===== config.mk =====
export PLATFORM = sky130hd
export DESIGN_NAME = burst_col_gen
export DESIGN_NICKNAME = d
export VERILOG_FILES = /design/src/rtl/burst_col_pkg.sv /design/src/rtl/burst_len_decode.sv /design/src/rtl/burst_beat_counter.sv /design/src/rtl/burst_addr_order.sv /design/src/rtl/burst_col_gen.sv
export SDC_FILE = /design/constraint.sdc
export NUM_CORES = 1
export LEC_CHECK = 0
export ABC_AREA = 1
export ABC_CLOCK_PERIOD_IN_PS = 2900
export BUFFER_PORTS_ARGS = -buffer_cell sky130_fd_sc_hd__buf_2
export CORE_MARGIN = 8
export CORE_UTILIZATION = 45
export DETAILED_ROUTE_END_ITERATION = 8
export PLACE_DENSITY = 0.72
export SYNTH_ARGS = -nofsm -noshare
export SYNTH_HDL_FRONTEND = slang
export SYNTH_SLANG_ARGS = --single-unit

===== constraint.sdc =====
create_clock -name clk -period 2.9 [get_ports clk]
set_clock_uncertainty 0.1 [all_clocks]
set_input_delay 0.87 -clock clk [delete_from_list [all_inputs] [get_ports clk]]
set_output_delay 0.87 -clock clk [all_outputs]
set_load 0.02 [all_outputs]

===== src/rtl/burst_col_pkg.sv =====
package burst_col_pkg;

    typedef enum logic [1:0] {
        ST_IDLE  = 2'd0,
        ST_FIXED = 2'd1,
        ST_PAGE  = 2'd2
    } burst_state_e;

    localparam int CODE_W = 3;

    localparam logic [CODE_W-1:0] LEN_ONE   = 3'b000;
    localparam logic [CODE_W-1:0] LEN_TWO   = 3'b001;
    localparam logic [CODE_W-1:0] LEN_FOUR  = 3'b010;
    localparam logic [CODE_W-1:0] LEN_EIGHT = 3'b011;
    localparam logic [CODE_W-1:0] LEN_PAGE  = 3'b111;

endpackage


===== src/rtl/burst_len_decode.sv =====
module burst_len_decode
    import burst_col_pkg::*;
#(
    parameter int COL_W = 8
) (
    input  logic [CODE_W-1:0] code_i,
    input  logic              interleave_i,
    output logic [COL_W-1:0]  mask_o,
    output logic              page_o
);

    localparam int LG_W = $clog2(COL_W + 1);

    logic [LG_W-1:0] lg;

    always_comb begin
        lg     = '0;
        page_o = 1'b0;
        unique case (code_i)
            LEN_ONE:   lg = LG_W'(0);
            LEN_TWO:   lg = LG_W'(1);
            LEN_FOUR:  lg = LG_W'(2);
            LEN_EIGHT: lg = LG_W'(3);
            LEN_PAGE: begin
                if (!interleave_i) begin
                    lg     = LG_W'(COL_W);
                    page_o = 1'b1;
                end
            end
            default:   lg = LG_W'(0);
        endcase
    end

    always_comb begin
        if (page_o) begin
            mask_o = '1;
        end else begin
            mask_o = (COL_W'(1) << lg) - COL_W'(1);
        end
    end

endmodule


===== src/rtl/burst_beat_counter.sv =====
module burst_beat_counter #(
    parameter int CNT_W = 8
) (
    input  logic             clk,
    input  logic             rst_n,
    input  logic             clear_i,
    input  logic             step_i,
    output logic [CNT_W-1:0] count_o
);

    always_ff @(posedge clk or negedge rst_n) begin
        if (!rst_n) begin
            count_o <= '0;
        end else if (clear_i) begin
            count_o <= '0;
        end else if (step_i) begin
            count_o <= count_o + CNT_W'(1);
        end
    end

endmodule


===== src/rtl/burst_addr_order.sv =====
module burst_addr_order #(
    parameter int COL_W = 8
) (
    input  logic [COL_W-1:0] base_col_i,
    input  logic [COL_W-1:0] mask_i,
    input  logic             interleave_i,
    input  logic [COL_W-1:0] count_i,
    output logic [COL_W-1:0] col_o
);

    logic [COL_W-1:0] seq_off;
    logic [COL_W-1:0] ilv_off;
    logic [COL_W-1:0] low_off;

    always_comb begin
        seq_off = (base_col_i + count_i) & mask_i;
        ilv_off = (base_col_i ^ count_i) & mask_i;
        low_off = interleave_i ? ilv_off : seq_off;
        col_o   = (base_col_i & ~mask_i) | low_off;
    end

endmodule


===== src/rtl/burst_col_gen.sv =====
module burst_col_gen
    import burst_col_pkg::*;
#(
    parameter int COL_W = 8
) (
    input  logic              clk,
    input  logic              rst_n,
    input  logic              start_i,
    input  logic [COL_W-1:0]  start_col_i,
    input  logic [CODE_W-1:0] len_code_i,
    input  logic              interleave_i,
    input  logic              term_i,
    output logic [COL_W-1:0]  col_o,
    output logic              valid_o,
    output logic              last_o
);

    burst_state_e     state_q, state_d;
    logic [COL_W-1:0] base_q;
    logic [COL_W-1:0] mask_q;
    logic             ilv_q;
    logic [COL_W-1:0] new_mask;
    logic             new_page;
    logic [COL_W-1:0] beat_cnt;
    logic             running;
    logic             fixed_end;

    burst_len_decode #(.COL_W(COL_W)) i_decode (
        .code_i       (len_code_i),
        .interleave_i (interleave_i),
        .mask_o       (new_mask),
        .page_o       (new_page)
    );

    assign running = (state_q != ST_IDLE);

    burst_beat_counter #(.CNT_W(COL_W)) i_counter (
        .clk     (clk),
        .rst_n   (rst_n),
        .clear_i (start_i),
        .step_i  (running),
        .count_o (beat_cnt)
    );

    burst_addr_order #(.COL_W(COL_W)) i_order (
        .base_col_i   (base_q),
        .mask_i       (mask_q),
        .interleave_i (ilv_q),
        .count_i      (beat_cnt),
        .col_o        (col_o)
    );

    // State register and per-burst settings
    always_ff @(posedge clk or negedge rst_n) begin
        if (!rst_n) begin
            state_q <= ST_IDLE;
            base_q  <= '0;
            mask_q  <= '0;
            ilv_q   <= 1'b0;
        end else begin
            state_q <= state_d;
            if (start_i) begin
                base_q <= start_col_i;
                mask_q <= new_mask;
                ilv_q  <= interleave_i;
            end
        end
    end

    assign fixed_end = (beat_cnt == mask_q);

    // Next-state logic
    always_comb begin
        state_d = state_q;
        if (start_i) begin
            state_d = new_page ? ST_PAGE : ST_FIXED;
        end else begin
            unique case (state_q)
                ST_IDLE:  state_d = ST_IDLE;
                ST_FIXED: state_d = fixed_end ? ST_IDLE : ST_FIXED;
                ST_PAGE:  state_d = term_i ? ST_IDLE : ST_PAGE;
                default:  state_d = ST_IDLE;
            endcase
        end
    end

    // Outputs
    always_comb begin
        valid_o = 1'b0;
        last_o  = 1'b0;
        unique case (state_q)
            ST_IDLE: begin
                valid_o = 1'b0;
                last_o  = 1'b0;
            end
            ST_FIXED: begin
                valid_o = 1'b1;
                last_o  = fixed_end;
            end
            ST_PAGE: begin
                valid_o = 1'b1;
                last_o  = term_i;
            end
            default: begin
                valid_o = 1'b0;
                last_o  = 1'b0;
            end
        endcase
    end

endmodule


==> results of run 1 <==
==> layout make-up <==
cell class              count  area (um^2)
multi-input cells         157          903
clock buffers               3         22.5
flip-flops and latches     23          578
well taps                  46         57.6
repair buffers             35          209
fillers                   359         1460
inverters                  34          128
clock inverters             1         7.51
==> timing repair <==
item	CTS	global route
setup buffers	3	6
endpoints found under the setup margin	5	6
pin swaps	1	1
hold buffers	0	0
resized for setup	5	11
==> path summary, 6_finish.rpt <==
| kind | from | endpoint | cells after the start |
|---|---|---|---|
| worst min-delay path | rst_n | base_q[7] | 1 |
| max in group asynchronous | rst_n | i_counter.count_o[3] | 1 |
| worst max register to register | i_counter.count_o[0] | i_counter.count_o[6] | 8 |
| worst min register to register | base_q[6] | base_q[6] | 2 |
| worst max-delay path | i_counter.count_o[0] | col_o[6] | 10 |
| min in group clk | base_q[6] | base_q[6] | 2 |
==> per-stage QoR <==
step	util (%)	setup slack (ns)	instances	setup TNS (ns)
2_1_floorplan	-	0.324	220	0
3_3_place_gp	51.9	0.211	286	0
3_5_place_dp	51.9	0.189	286	0
4_1_cts	54.4	-0.00272	293	-0.00272
5_1_grt	56.7	-0.144	299	-0.520
6_report	56.7	-0.0224	299	-0.0224
==> cell usage after synthesis, drive strengths merged <==
cell type / count / area [um^2]
nand4: 3 / 18.8
fa: 1 / 20.0
o211ai: 1 / 7.51
buf: 4 / 20.0
nand3b: 1 / 7.51
a31oi: 1 / 6.26
clkbuf: 2 / 8.75
o21bai: 1 / 7.51
nand3: 16 / 80.1
nand2: 57 / 219
xor2: 4 / 35.0
or2: 1 / 6.26
a31o: 1 / 8.76
nor2: 21 / 88.8
o21ai: 22 / 114
ha: 12 / 150
a21oi: 10 / 50.1
o22ai: 1 / 6.26
dfrtp: 23 / 576
inv: 34 / 128
a211oi: 1 / 12.5
nor3: 3 / 15.0
==> critical path: cells and delay by family (launching register included) <==
kind                     cells  cell delay [ns]
adder cells (fa/ha/maj)      2             0.53
flip-flops                   1             0.38
AND/OR/NAND/NOR              5             0.35
AO/OA/AOI/OAI                1             0.20
buffers and inverters        2             0.17
==> kinds of logic (layout without fill, tap and decap cells) <==
| group | after synthesis | after routing | synth area share (%) |
|---|---|---|---|
| buffers and inverters | 40 | 73 | 9.87 |
| AOI/OAI and AO/OA | 38 | 38 | 13.4 |
| adders and majority gates | 13 | 13 | 10.7 |
| xor gates and xnor gates | 4 | 4 | 2.21 |
| and+or+nand+nor | 102 | 102 | 27.5 |
| DFF | 23 | 23 | 36.3 |
==> state kept, by name, indices dropped and copies added, names as in the netlist <==
register / flops
base_q: 8
i_counter.count_o: 8
mask_q: 4
state_q: 2
ilv_q: 1
==> power by group <==
group | leakage (nW) | total [mW] | internal, mW | switching [mW]
Combinational | 0.693 | 0.217 | 0.0871 | 0.130
Sequential | 0.289 | 0.365 | 0.343 | 0.0222
Clock | 0.0139 | 0.156 | 0.0527 | 0.103
==> per-layer routing <==
layer	track usage, %	up-vias
li1	-	772
met1	17.3	674
met2	23.9	24
met3	3.68	4
met4	2.56	0
met5	0	-
==> results.md, run 1 <==
- Vias in the first global route: 1413
- Kind of path behind the tightest hold check: in2async
- Most frequent standard cell in the layout excluding fill and tap cells: nand2_1
- Leading cell types in the layout, fill and taps excluded: nand2_1, inv_1, buf_2, dfrtp_1, nor2_1
- Gpl congestion: 0.806
- Detail-routed net length per standard cell: 12.3 um
- Top fanout value on the critical path: 3
- Number of vias after detailed routing: 1474
- CTS sink count: 23
- VDD IR max: 0.286 mV
- Synth cell types: 29
- Worst Path Class, Setup: reg2out
- Vertical die dimension: 75.4 um
- Crit. End Element: primary output
- Data required time of the critical path: 1.93 ns
- Die Outline Area: 0.00568 mm^2
- Maximum number of pins on one net before global-route repair: 25
- Half-perimeter wire length after detailed placement: about 2.7 mm
- Fin nets: ~280
- Final ANT Viol Nets: 0
- Starting Density: a little under half
- Crit path launch type: register
- Total wirelength of the detailed-routed design: 3.68 mm
- Number of placement rows: 21
- GRT Overall Usage: 14.0%
- Length of the first detailed-routing pass in iterations: 4
- Arrival time at the worst endpoint: 1.95 ns
- Violated checks: negative setup slack
- Tightest slew margin relative to the limit: 64.6%
- Number of buffers created by CTS: 3
- Diode count: 0
- Mean number of vias per cell: around 5
- Unrepaired setup endpoints after global routing: true
- Design Power: 0.738 mW
- Netlist area before placement: 0.00159 mm^2
- Summed area of non-filler cells in the final layout: 0.00191 mm^2
- Power per cell area: between 300 and 400 mW/mm^2
- Mean post-synth cell area: 7.21 um^2
- Slew at the pin closest to its max-slew limit: 0.531 ns
- Final hold viol count: 0
- Highest metal used: met4
- Detailed Route Iter0 Violations: 43
- Met3 routed wirelength: between 100 and 150 um
- Post-synthesis net count: 249
- Number of port buffers: 25
- Cell area after placement: 0.00175 mm^2
- Outcome: finished, violations left
- Clk Tree Root Cell: clkbuf_4
- Critical Path Slowest Stage Cell: dfrtp_1
- Crit path largest cell delay: 0.38 ns
- Register-to-Register Setup Slack: 1.28 ns
- Minimum clock period after layout: approximately 2.9 ns
- Final setup vio count: 1
- Worst hold slack: 0.404 ns
- Met1 routed wirelength after detailed routing: between 1.5 and 2 mm
- X dimension of the die: approximately 75 um
- Global-route wire length before repair: 6.17 mm
- Area growth from synthesis to final layout: 20.2%
- Number of max-capacitance violations reported: 0
- Placeable core region: about 0.0034 mm^2
- Fraction of layout instances using a drive strength above 1: 23.7%
- Residual DRC: 0
- Count of warnings emitted by yosys: 0
- Number of antenna violations at the first check in global routing: 0
- Max frequency: ~340 MHz
- CTS tree: built
- Number of register bits inferred by synthesis: 23
- Syn Inst Count: 220
- Worst-path cell chain: ha_2, inv_2, fa_2, o21ai_2, nand3_2, nand2_2, nand2_1, nand3_1, nand2_1, buf_6
- Most numerous cell on the critical path: nand2_1
- Insertion delay to the later sink of the worst-skew pair: 0.32 ns
- Least setup slack across all paths after layout: -0.0224 ns
- LEAKAGE: 0.996 nW
- Clock transition at path regs: 0.14 ns
- CTS Buffer Depth: 2
- CTS H-tree depth: 1
- Fraction of the yosys area taken by sequential cells: 36.3%
- Share of the clock period used by the worst path: 101%
- Fin. max-slew vios: 0
- Boundary Pins: 26
- Total global routing overflow: 0
- Total met2 wirelength after detailed routing: 1.72 mm
Note: power is estimated with default switching activity, not from simulation.
==> inputs of run 2 (changes only) <==
Settings changed: CORE_ASPECT_RATIO set to 1.25.
==> run 2 against run 1 <==
Cell count shrank 1.7%. First-iteration DRC count grew 58%. Die area grew 0.20%. Sequential share of layout area shrank 0.72 points. Setup slack gained 0.031 ns. The flow now finishes without violations. Utilization grew 0.61 points. Fmax grew 1.1%. Cell area grew 2.9%.
==> results.md, run 2 (synthesis results as in run 1) <==
- Outcome: complete, no violations
- Power per cell area: between 400 and 500 mW/mm^2
- CTS H-tree depth: 1
- Clk Tree Root Cell: clkbuf_8
- Number of port buffers: 25
- CTS tree: built
- Number of antenna violations at the first check in global routing: 0
- Worst hold slack: 0.463 ns
- Fin nets: 285
- Data required time of the critical path: 1.93 ns
- Count of buffering cells on the critical path with inverters included: 3
- Vias in the first global route: 1571
- Starting Density: 46.3%
- Worst-path cell chain: ha_2, inv_2, fa_2, o21ai_2, buf_4, a21oi_1, o22ai_1, buf_2
- Number of vias after detailed routing: 1495
- Critical Path Slowest Stage Cell: dfrtp_1
- Crit Reg-Reg Endpoint: i_counter.count_o[7]
- Global-route wire length before repair: 6.54 mm
- Fraction of layout instances using a drive strength above 1: 26.7%
- Critical path launch point: base_q[0]
- Instance count along the most critical hold path: 2
- Number of max-capacitance violations reported: 0
- Top fanout value on the critical path: 2
- Insertion delay to the later sink of the worst-skew pair: 0.27 ns
- Minimum clock period after layout: roughly 2.9 ns
- Crit. End Element: primary output
- Leading cell types in the layout, fill and taps excluded: nand2_1, inv_1, buf_2, nor2_1, dfrtp_1
- Max frequency: about 350 MHz
- Die Outline Area: 0.00569 mm^2
- Residual DRC: 0
- Unrepaired setup endpoints after global routing: true
- Arrival time at the worst endpoint: 1.92 ns
- Diode count: 0
- Placeable core region: around 0.0034 mm^2
- Cell depth of the worst flop-to-flop path: 10
- Number of fill cells: 324
- Startpoint of the most critical hold path: base_q[7]
- Delay-heaviest family, CP: adder cells
- Maximum number of pins on one net before global-route repair: 25
- Area growth from synthesis to final layout: 23.7%
- Launch point of the worst reg-to-reg path: state_q[0]
- Number of buffers created by CTS: 3
- Total wirelength of the detailed-routed design: ~3.7 mm
- Detail-routed net length per standard cell: 12.6 um
- Final hold viol count: 0
- Vertical die dimension: 82.4 um
- Total global routing overflow: 0
- Half-perimeter wire length after detailed placement: about 2.7 mm
- Tightest slew margin relative to the limit: 64.5%
- X dimension of the die: around 69 um
- Kind of path behind the tightest hold check: reg2reg
- Final setup vio count: 0
- Slew at the pin closest to its max-slew limit: 0.532 ns
- Number of placement rows: 24
- Mean number of vias per cell: 5.09
- Register-to-Register Setup Slack: 1.32 ns
- GRT Overall Usage: 13.4%
- CTS sink count: 23
- LEAKAGE: 1.01 nW
- Power spent charging and discharging nets: about 0.27 mW
- Clock power frac: 25.7%
- Switching fraction of total power: between 30% and 40%
- Crit path launch type: register
- Worst Path Class, Setup: reg2out
- Share of total power in combinational logic: 28.4%
- Design Power: 0.800 mW
- CTS Buffer Depth: 2
- Final ANT Viol Nets: 0
- Share of the clock period used by the worst path: 99.7%
- Boundary Pins: 26
- Sequential share of power: 45.9%
- Gpl congestion: 0.850
- Fin. max-slew vios: 0
- Worst Hold End: base_q[7]
- Regs by FF count: base_q x8, i_counter.count_o x8, mask_q x4
- Length of the first detailed-routing pass in iterations: 4
- Internal Power: 0.534 mW
- Crit path largest cell delay: 0.36 ns
- VDD IR max: between 0.3 and 0.4 mV
- Most frequent standard cell in the layout excluding fill and tap cells: nand2_1
- Clock transition at path regs: 0.09 ns
- Detailed Route Iter0 Violations: a little under 70
- Total of hold buffers inserted after clock tree synthesis: 0
==> run 2: routing by layer <==
layer	global-route usage (%)	vias to the layer above	routed length, um
met5	0	-	0
met4	6.16	0	82
met3	2.27	9	153
met2	25.8	35	1910
met1	14.2	681	1560
li1	-	770	-
==> run 2: worst max-delay path by stage <==
| stage | endpoint | depth (start not counted) | slack [ns] |
|---|---|---|---|
| 6_report | col_o[4] | 8 | 0.009 |
| 5_1_grt | col_o[4] | 8 | -0.10 |
| 4_1_cts | col_o[7] | 11 | 0.005 |
| 3_5_place_dp | col_o[6] | 9 | 0.18 |
| 3_3_place_gp | col_o[6] | 9 | 0.21 |
| 2_1_floorplan | col_o[4] | 6 | 0.32 |
==> run 2: area by class of cell <==
class / count / area, um^2 / share of cell area (%)
well taps: 39 / 48.8 / 2.49
inverters: 34 / 128 / 6.51
repair buffers: 37 / 221 / 11.3
multi-input cells: 157 / 936 / 47.7
clock buffers: 3 / 41.3 / 2.11
clock inverters: 1 / 5.00 / 0.255
flip-flops and latches: 23 / 581 / 29.6
==> run 2: through the flow <==
| stage | util, % | cells | worst slack [ns] | setup TNS, ns | cell area (um^2) |
|---|---|---|---|---|---|
| 4_1_cts | 52.4 | 284 | 0.00514 | 0 | 1790 |
| 3_3_place_gp | 50.8 | 279 | 0.208 | 0 | 1740 |
| 2_1_floorplan | - | 220 | 0.324 | 0 | 1590 |
| 6_report | 57.3 | 294 | 0.00852 | 0 | 1960 |
| 3_5_place_dp | 50.8 | 279 | 0.181 | 0 | 1740 |
| 5_1_grt | 57.3 | 294 | -0.101 | -0.242 | 1960 |
==> run 2: what timing repair did <==
action | 4_1_cts | 5_1_grt
pin swaps | 1 | 3
setup endpoints to repair | 3 | 4
resized for setup | 1 | 19
setup buffers | 1 | 10
==> run 2: power by group through the flow <==
stage / logic, mW / clock network, mW / registers (mW)
floorplan: 0.136 / 0 / 0.365
detailed placement: 0.193 / 0 / 0.372
global route: 0.258 / 0.225 / 0.370
global placement: 0.190 / 0 / 0.372
CTS: 0.199 / 0.210 / 0.364
finish: 0.227 / 0.206 / 0.367
==> run 2: worst register-to-register path: stages (launching register included) <==
cell	delay (ns)
dfrtp_1	0.36
inv_1	0.06
ha_1	0.24
inv_2	0.09
nand2_1	0.08
nor2_2	0.12
nand2_2	0.09
nor2_4	0.10
nand2_1	0.07
o21ai_1	0.11
a21oi_1	0.05
==> inputs of run 3 (changes only) <==
Settings changed: CORE_UTILIZATION 45 to 39, PLACE_DENSITY 0.72 to 0.65.
==> run 3 against run 2 <==
Power decreased by 1.7%. Setup slack better by 0.055 ns. Sequential power about the same. Critical endpoint is now col_o[6]. Largest power group unchanged.
==> results.md, run 3 (synthesis results as in run 1) <==
- Vias in the first global route: 1542
- Detailed Route Iter0 Violations: 38
- CTS tree: built
- Detail-routed net length per standard cell: 12.1 um
- Number of vias after detailed routing: around 1500
- Register-to-Register Setup Slack: 1.31 ns
- Max frequency: roughly 350 MHz
- Mean number of vias per cell: between 4 and 5
- Fin nets: 279
- Die Outline Area: 0.00637 mm^2
- Data required time of the critical path: 1.93 ns
- Minimum clock period after layout: 2.84 ns
- Placeable core region: roughly 0.004 mm^2
- Area growth from synthesis to final layout: 21.1%
- Total wirelength of the detailed-routed design: 3.68 mm
- Power per cell area: 410 mW/mm^2
- Count of buffering cells on the critical path with inverters included: 2
- Fin. max-slew vios: 0
- CTS H-tree depth: 1
- Maximum number of pins on one net before global-route repair: 25
- GRT Overall Usage: roughly an eighth
- Share of the core filled with cells: 48.0%
- Power spent charging and discharging nets: 0.258 mW
- Number of placement rows: 26
- Clock transition at path regs: 0.08 ns
- Final hold viol count: 0
- Clk Tree Root Cell: clkbuf_8
- Clock power frac: between 20% and 30%
- Setup Total Neg Slack: 0 ns
- Crit path largest cell delay: around 0.37 ns
- Critical Path Slowest Stage Cell: dfrtp_1
- Number of antenna violations at the first check in global routing: 0
- Most numerous cell on the critical path: nand2_1
- Final setup vio count: 0
- Final ANT Viol Nets: 0
- CTS Buffer Depth: 2
- Leading cell types in the layout, fill and taps excluded: nand2_1, inv_1, buf_2, dfrtp_1, nor2_1
- Slew at the pin closest to its max-slew limit: between 0.5 and 0.6 ns
- Number of port buffers: 25
- Internal Power: 0.529 mW
- Worst-path cell chain: ha_2, inv_2, fa_2, o21ai_2, nand3_1, nand2_1, nand2_1, nand3_1, nand2_1, buf_6
- Starting Density: 39.6%
- Crit path launch type: register
- Diode count: 0
- Length of the first detailed-routing pass in iterations: 4
- Insertion delay to the later sink of the worst-skew pair: 0.27 ns
- Tightest slew margin relative to the limit: 65.0%
- Total of hold buffers inserted after clock tree synthesis: 0
- Crit. End Element: primary output
- Number of max-capacitance violations reported: 0
- Share of total power in combinational logic: approximately 27%
- VDD IR max: 0.193 mV
- Switching fraction of total power: 32.8%
- Worst Path Class, Setup: reg2out
- Design Power: 0.787 mW
- X dimension of the die: 73.0 um
- Total global routing overflow: 0
- Global-route wire length before repair: 6.34 mm
- Unrepaired setup endpoints after global routing: true
- CTS sink count: 23
- Kind of path behind the tightest hold check: reg2reg
- Residual DRC: 0
- Delay-heaviest family, CP: adder cells
- Share of the clock period used by the worst path: ~98%
- Sequential share of power: 46.5%
- Outcome: complete, no violations
- Arrival time at the worst endpoint: 1.87 ns
- Most frequent standard cell in the layout excluding fill and tap cells: nand2_1
- Boundary Pins: 26
- Fraction of layout instances using a drive strength above 1: 22.5%
- Gpl congestion: about 0.82
- Top fanout value on the critical path: 3
- Half-perimeter wire length after detailed placement: 2.87 mm
- Vertical die dimension: 87.3 um
- Number of buffers created by CTS: 3
- LEAKAGE: 0.974 nW
- Regs by FF count: base_q x8, i_counter.count_o x8, mask_q x4
## run 3: final timing paths
check / to / cells past startpoint / from
max: col_o[6] / 10 / base_q[0]
min: base_q[7] / 2 / base_q[7]
max reg2reg: i_counter.count_o[7] / 10 / state_q[0]
min reg2reg: base_q[7] / 2 / base_q[7]
max in group asynchronous: i_counter.count_o[1] / 1 / rst_n
min in group asynchronous: i_counter.count_o[7] / 1 / rst_n
## run 3: area by class of cell
cell class,instances,area [um^2]
fillers,432,2080
multi-input cells,157,918
flip-flops and latches,23,579
repair buffers,31,179
inverters,34,128
well taps,56,70.1
clock buffers,4,45.0
## run 3: metrics by stage
step	hold slack, ns	area [um^2]	worst slack [ns]	instances
6_report	0.464	1920	0.0631	305
3_3_place_gp	0.394	1760	0.192	296
4_1_cts	0.437	1830	0.0189	301
5_1_grt	0.487	1920	-0.0610	305
3_5_place_dp	0.414	1760	0.157	296
2_1_floorplan	0.370	1590	0.324	220
## run 3: power groups by stage
stage          Combinational, mW  Clock (mW)  Sequential, mW
3_3_place_gp               0.191           0           0.372
6_report                   0.216       0.205           0.366
5_1_grt                    0.248       0.223           0.370
3_5_place_dp               0.194           0           0.373
2_1_floorplan              0.136           0           0.365
4_1_cts                    0.201       0.217           0.366
## run 3: what timing repair did
action                                 in CTS  in global routing
pin swaps                                   1                  0
buffers inserted                            1                  4
setup endpoints to repair                   4                  4
resized for setup                           2                 14
endpoints found under the hold margin       0                  0
## run 3: layer usage
metal	GRT usage, %	up-vias	wire [um]	part of all wire, %
met4	6.02	0	64	1.7
met1	12.9	675	1610	44
met5	0	-	0	0
met3	1.38	5	89	2.4
li1	-	762	-	-
met2	23.5	23	1920	52
## run 3: worst register-to-register path, delay by kind of cell (launching register included)
kind                     cells  cell delay (ns)
AND/OR/NAND/NOR              5             0.45
flip-flops                   1             0.36
adder cells (fa/ha/maj)      1             0.24
AO/OA/AOI/OAI                2             0.18
buffers and inverters        2             0.15
